## src/rtl/vrm_pkg.sv

```systemverilog
package vrm_pkg;

  typedef enum logic [1:0] {
    PH_OFF   = 2'd0,
    PH_EARLY = 2'd1,
    PH_IDOK  = 2'd2,
    PH_DONE  = 2'd3
  } vrm_phase_e;

endpackage

```

## src/rtl/vrm_limits.sv

```systemverilog
module vrm_limits
  import vrm_pkg::*;
#(
  parameter int CW        = 8,
  parameter int OV_FIXED  = 204,
  parameter int OV_MARGIN = 28
) (
  input  logic [CW-1:0] target_code,
  input  vrm_phase_e    phase,
  input  logic          enabled,
  output logic          tracking,
  output logic [CW:0]   ov_limit,
  output logic [CW-1:0] uv_limit
);

  localparam logic [CW:0] FIXED_W  = (CW+1)'(OV_FIXED);
  localparam logic [CW:0] MARGIN_W = (CW+1)'(OV_MARGIN);

  always_comb begin
    tracking = enabled && ((phase == PH_IDOK) || (phase == PH_DONE));
    if (tracking) begin
      ov_limit = {1'b0, target_code} + MARGIN_W;
    end else begin
      ov_limit = FIXED_W;
    end
    uv_limit = target_code >> 1;
  end

endmodule

```

## src/rtl/vrm_fault_latch.sv

```systemverilog
module vrm_fault_latch (
  input  logic clk,
  input  logic rst_n,
  input  logic trip,
  input  logic hold_en,
  output logic flag_d,
  output logic flag_q
);

  always_comb begin
    if (hold_en) begin
      flag_d = flag_q | trip;
    end else begin
      flag_d = trip;
    end
  end

  always_ff @(posedge clk or negedge rst_n) begin
    if (!rst_n) begin
      flag_q <= 1'b0;
    end else begin
      flag_q <= flag_d;
    end
  end

  assert_flag_latched_R8: assert property (@(posedge clk) disable iff (!rst_n)
    ($past(rst_n) && $past(hold_en) && $past(flag_q)) |-> flag_q);

endmodule

```

## src/rtl/vrm_ready_ctl.sv

```systemverilog
module vrm_ready_ctl
  import vrm_pkg::*;
(
  input  logic       clk,
  input  logic       rst_n,
  input  logic       enabled,
  input  vrm_phase_e phase,
  input  logic       ov_next,
  input  logic       uv_next,
  output logic       ready_q
);

  logic ready_d;
  logic lock_q;
  logic lock_d;

  always_comb begin
    ready_d = enabled && (phase == PH_DONE) && !ov_next && !uv_next && !lock_q;
    lock_d  = enabled && (lock_q || (ready_q && !ready_d));
  end

  always_ff @(posedge clk or negedge rst_n) begin
    if (!rst_n) begin
      ready_q <= 1'b0;
      lock_q  <= 1'b0;
    end else begin
      ready_q <= ready_d;
      lock_q  <= lock_d;
    end
  end

  assert_drop_on_disable_R7: assert property (@(posedge clk) disable iff (!rst_n)
    !enabled |=> !ready_q);

  assert_rise_needs_done_R6: assert property (@(posedge clk) disable iff (!rst_n)
    ($past(rst_n) && $rose(ready_q)) |-> $past(enabled && (phase == PH_DONE)));

  assert_no_relock_rise_R9: assert property (@(posedge clk) disable iff (!rst_n)
    ($past(rst_n) && $past(lock_q) && $past(enabled)) |-> !ready_q);

endmodule

```

## src/rtl/vr_ready_monitor.sv

```systemverilog
module vr_ready_monitor
  import vrm_pkg::*;
#(
  parameter int CW        = 8,
  parameter int OV_FIXED  = 204,
  parameter int OV_MARGIN = 28
) (
  input  logic          clk,
  input  logic          rst_n,
  input  logic [CW-1:0] sense_code,
  input  logic [CW-1:0] target_code,
  input  logic [1:0]    phase,
  input  logic          en_a,
  input  logic          en_b,
  input  logic          id_off,
  output logic          ready,
  output logic          ov_flag,
  output logic          uv_flag
);

  localparam int NFLT   = 2;
  localparam int IDX_OV = 0;
  localparam int IDX_UV = 1;

  vrm_phase_e    ph;
  logic          enabled;
  logic          tracking;
  logic [CW:0]   ov_limit;
  logic [CW-1:0] uv_limit;
  logic [NFLT-1:0] trip;
  logic [NFLT-1:0] flag_d;
  logic [NFLT-1:0] flag_q;

  always_comb begin
    ph      = vrm_phase_e'(phase);
    enabled = en_a && en_b && !id_off;
    trip[IDX_OV] = {1'b0, sense_code} > ov_limit;
    trip[IDX_UV] = enabled && (ph == PH_DONE) && (sense_code < uv_limit);
  end

  vrm_limits #(
    .CW        (CW),
    .OV_FIXED  (OV_FIXED),
    .OV_MARGIN (OV_MARGIN)
  ) u_limits (
    .target_code (target_code),
    .phase       (ph),
    .enabled     (enabled),
    .tracking    (tracking),
    .ov_limit    (ov_limit),
    .uv_limit    (uv_limit)
  );

  for (genvar i = 0; i < NFLT; i++) begin : g_flt
    vrm_fault_latch u_latch (
      .clk     (clk),
      .rst_n   (rst_n),
      .trip    (trip[i]),
      .hold_en (enabled),
      .flag_d  (flag_d[i]),
      .flag_q  (flag_q[i])
    );
  end

  vrm_ready_ctl u_ready (
    .clk     (clk),
    .rst_n   (rst_n),
    .enabled (enabled),
    .phase   (ph),
    .ov_next (flag_d[IDX_OV]),
    .uv_next (flag_d[IDX_UV]),
    .ready_q (ready)
  );

  assign ov_flag = flag_q[IDX_OV];
  assign uv_flag = flag_q[IDX_UV];

  assert_ov_fixed_R2: assert property (@(posedge clk) disable iff (!rst_n)
    ($past(rst_n) && !$past(tracking) && ($past(sense_code) > CW'(OV_FIXED))) |-> ov_flag);

  assert_uv_only_done_R5: assert property (@(posedge clk) disable iff (!rst_n)
    ($past(rst_n) && $rose(uv_flag)) |-> $past(enabled && (ph == PH_DONE)));

  assert_ready_excl_fault_R7: assert property (@(posedge clk) disable iff (!rst_n)
    ready |-> (!ov_flag && !uv_flag));

endmodule

```

## config.mk

```make
export PLATFORM = sky130hd
export DESIGN_NAME = vr_ready_monitor
export DESIGN_NICKNAME = d
export VERILOG_FILES = /design/src/rtl/vrm_pkg.sv /design/src/rtl/vrm_limits.sv /design/src/rtl/vrm_fault_latch.sv /design/src/rtl/vrm_ready_ctl.sv /design/src/rtl/vr_ready_monitor.sv
export SDC_FILE = /design/constraint.sdc
export NUM_CORES = 1
export LEC_CHECK = 0
export ABC_AREA = 0
export BUFFER_PORTS_ARGS = -buffer_cell sky130_fd_sc_hd__buf_2
export CAP_MARGIN = 20
export CELL_PAD_IN_SITES_DETAIL_PLACEMENT = 1
export CELL_PAD_IN_SITES_GLOBAL_PLACEMENT = 2
export CORE_UTILIZATION = 25
export CTS_CLUSTER_DIAMETER = 150
export DETAILED_ROUTE_END_ITERATION = 7
export PLACE_DENSITY = 0.73
export SYNTH_ARGS = -nofsm -noshare
export SYNTH_HDL_FRONTEND = slang
export SYNTH_SLANG_ARGS = --single-unit
```

## constraint.sdc

```tcl
create_clock -name clk -period 1.29 [get_ports clk]
set_input_delay 0.1935 -clock clk [delete_from_list [all_inputs] [get_ports clk]]
set_output_delay 0.1935 -clock clk [all_outputs]
set_load 0.05 [all_outputs]
```

==> qor.txt <==
RUN STATUS
--------------------------------------------------------------------------------
Result of the run                                                   finished with violations
Violated checks                                                     setup timing

SYNTH
--------------------------------------------------------------------------------
Post-Syn Nets                                                                118
Post-synthesis cell type count                                                32
Portion of the post-synthesis area used by sequential elements            15.59%
Netlist area before placement                                         641.9 um^2
Synthesized instance count                                                    80
Syn_area_per_cell                                                     8.023 um^2
Synth warnings                                                                 0
Flip-flop and latch count after synthesis                                      4

HOLD PATH
--------------------------------------------------------------------------------
Type of the tightest min-delay check                                 in -> async

FLOORPLANNING
--------------------------------------------------------------------------------
Initial standard-cell utilization of the core                             27.68%
Die width                                                               52.67 um
Die Footprint                                                       0.002774 mm^2
Number of core rows                                                           17
DIE HEIGHT                                                              52.67 um
Ports placed on the boundary                                                  26
Core area                                                           0.002318 mm^2

DRT
--------------------------------------------------------------------------------
Via count                                                                    719
DRC violation count after routing                                              0
Wirelength per Cell                                                     13.62 um
Vias per cell                                                              4.730
Antenna Nets Post-Route                                                        0
Routed WL                                                                2070 um
Iter 0 DRT Violations                                                          9
First-pass DRT Iterations                                                      4

TIMING
--------------------------------------------------------------------------------
Fin Hold WS                                                            0.2945 ns
RSZ-0062 raised after global routing                                        true
Slew at the pin closest to its max-slew limit                          0.3526 ns
Tightest slew margin relative to the limit                                76.28%
Final Max Slew Viols                                                           0
Max frequency                                                          557.6 MHz
Skew final                                                           0.002023 ns
Crit path time final                                                    1.793 ns
Final count of negative-setup-slack endpoints                                  4
Crit path setup slack, layout                                         -0.5034 ns
Hold violation count in the final report                                       0
Final period util                                                         139.0%

CLOCK TREE
--------------------------------------------------------------------------------
Worst-Skew Late Latency                                                  0.24 ns
Clock sink total                                                               4
Total clock buffers created by CTS                                             3
Clock-pin slew on the worst setup and hold paths                         0.04 ns
CTS tree                                                                     yes
Number of buffers on the longest clock path                                    2
Root Buffer                                                             clkbuf_4
H-tree levels                                                                  1

GRT
--------------------------------------------------------------------------------
Via count of the first global-routing pass                                   751
Wire length of the first global-routing pass                             3298 um
Overflow left after global routing                                             0
Total global-route track usage                                            16.61%
Pin count of the biggest net entering global routing                           8
Number of antenna violations at the first check in global routing              0

PLACEMENT
--------------------------------------------------------------------------------
Routability-driven placement congestion ratio                             0.8379
Detail Placement HPWL                                                    1727 um
Pre-CTS setup slack                                                   -0.8463 ns
# port buffers                                                                25
Post-placement cell area                                              922.1 um^2

PWR
--------------------------------------------------------------------------------
Largest voltage drop on the vdd net                                    0.3290 mV
Total Power                                                             587.6 uW
Power Density                                                       516.6 mW/mm^2
Leakage                                                                0.5738 nW

CRITICAL PATH
--------------------------------------------------------------------------------
Critical path's top delay family                                    simple AND/OR/NAND/NOR gates
Arrival time at the worst endpoint                                       1.97 ns
Maximum fanout along the worst path                                            3
Buffers and inverters on the worst path                                        2
Worst path required time                                                 1.46 ns
Most prevalent standard cell on the critical path                          or3_4
CP max stage cell                                                          or3_4
Worst setup SP type                                                   input port
Kind of critical path                                                  in -> reg
Ordered list of cells on the worst path                             buf_8 -> inv_8 -> or3_4 -> xnor2_2 -> nor2_1 -> ha_1 -> nand3_2 -> or3_4 -> o211ai_2 -> and4_1
Slowest cell delay on critical path                                      0.39 ns
CP Capture Type                                                             flop

FINAL LAYOUT
--------------------------------------------------------------------------------
Count of nets after finishing                                                164
Post-synthesis to final-layout area growth                                77.19%
Share of cells above drive strength 1                                     54.84%
Layout Utilization                                                        49.06%
Cell area after layout                                              0.001137 mm^2
# fillers                                                                    290
Antenna diodes                                                                 0

JOB
--------------------------------------------------------------------------------
Maximum capacitance violations                                                 0

-- metal layers --
metal / up-vias / wire (um) / global-route usage (%) / share of wire, %
met5: - / 0 / 0 / 0
met4: 0 / 0 / 2.632 / 0
met3: 0 / 80 / 3.478 / 3.9
met2: 19 / 1088 / 29.96 / 53
met1: 328 / 901 / 20.17 / 44
li1: 372 / - / - / -
-- Yosys cell counts (all sizes together) --
library cell  number  area [um^2]
a211o              1        8.760
o2111ai            1        8.760
o221ai             1        8.760
dfrtp              4        100.1
nor4               1        6.260
a211oi             1        7.510
and2               2        12.51
buf                1        5.000
xnor2              3        26.28
and4               1        8.760
nand3b             1        7.510
xor2               1        8.760
nand2             11        43.80
o211ai             1        12.51
nand2b             2        12.51
or3                2        12.51
a21boi             1        7.510
a21o               1        7.510
o21ai              2        10.00
nor3b              1        7.510
nand3              3        20.02
a21oi              3        15.01
and4b              2        20.02
nor3               1        5.000
a31oi              2        12.51
ha                15        187.7
nor2               4        15.01
and3               1        6.260
inv               10        37.54
-- state kept, by name (all words and copies together), names as in the netlist --
name and count:
u_ready.lock_q 1, u_ready.ready_q 1, g_flt.u_latch.flag_q 2
-- final cells by class --
class,instances,area [um^2],area share (%)
clock buffer,3,22.52,1.980
timing repair buffer,42,305.3,26.84
multi-input combinational,65,621.8,54.68
tap,28,35.03,3.080
sequential,4,100.1,8.801
inverter,10,52.55,4.620
-- logic make-up after synthesis --
family | Yosys count | share of synthesized area, %
AO/OA/AOI/OAI | 14 | 15.40
AND/OR/NAND/NOR | 32 | 27.68
flip-flops | 4 | 15.60
XOR/XNOR | 4 | 5.459
buffers and inverters | 11 | 6.628
adder cells (fa/ha/maj) | 15 | 29.24
-- what timing repair did --
action	CTS	global route
endpoints found under the setup margin	4	4
gates cloned	0	0
resized for setup	21	16
hold buffers	1	0
buffers inserted	2	1
endpoints found under the hold margin	4	0
pin swaps	16	17
-- power breakdown --
group	switching [mW]	internal, mW
Combinational	0.140	0.156
Sequential	0.00265	0.130
Clock	0.0549	0.104
-- per-stage QoR --
stage,TNS (ns),instances
4_1_cts,-1.575,152
3_5_place_dp,-2.877,147
6_report,-1.417,152
2_1_floorplan,-1.452,80
3_3_place_gp,-2.559,147
5_1_grt,-1.663,152
-- path summary, 6_finish.rpt --
kind / from / to / slack, ns / cells after the start
worst max register to register: g_flt[0].u_latch.flag_q / u_ready.ready_q / 0.22 / 2
worst min-delay path: rst_n / g_flt[0].u_latch.flag_q / 0.29 / 2
min in group clk: phase[0] / u_ready.lock_q / 0.35 / 4
worst min register to register: g_flt[0].u_latch.flag_q / g_flt[0].u_latch.flag_q / 0.51 / 2
max in group asynchronous: rst_n / u_ready.lock_q / 0.87 / 2
worst max-delay path: target_code[6] / u_ready.ready_q / -0.50 / 10
-- placed cells by master (no fill, tap or decap), types with 2 or more instances in the layout --
master	Yosys	routed
buf_2	1	20
buf_4	0	15
ha_1	15	11
nand2_1	10	8
inv_1	10	6
nor2_1	4	4
dfrtp_1	4	4
buf_8	0	4
ha_4	0	3
clkbuf_4	0	3
and4b_1	2	2
nand2_2	1	2
or3_4	0	2
xnor2_2	0	2
and2_1	2	2
a21oi_1	3	2
nand3_1	2	2
buf_6	0	2
Power figures use the tool's default switching activity.
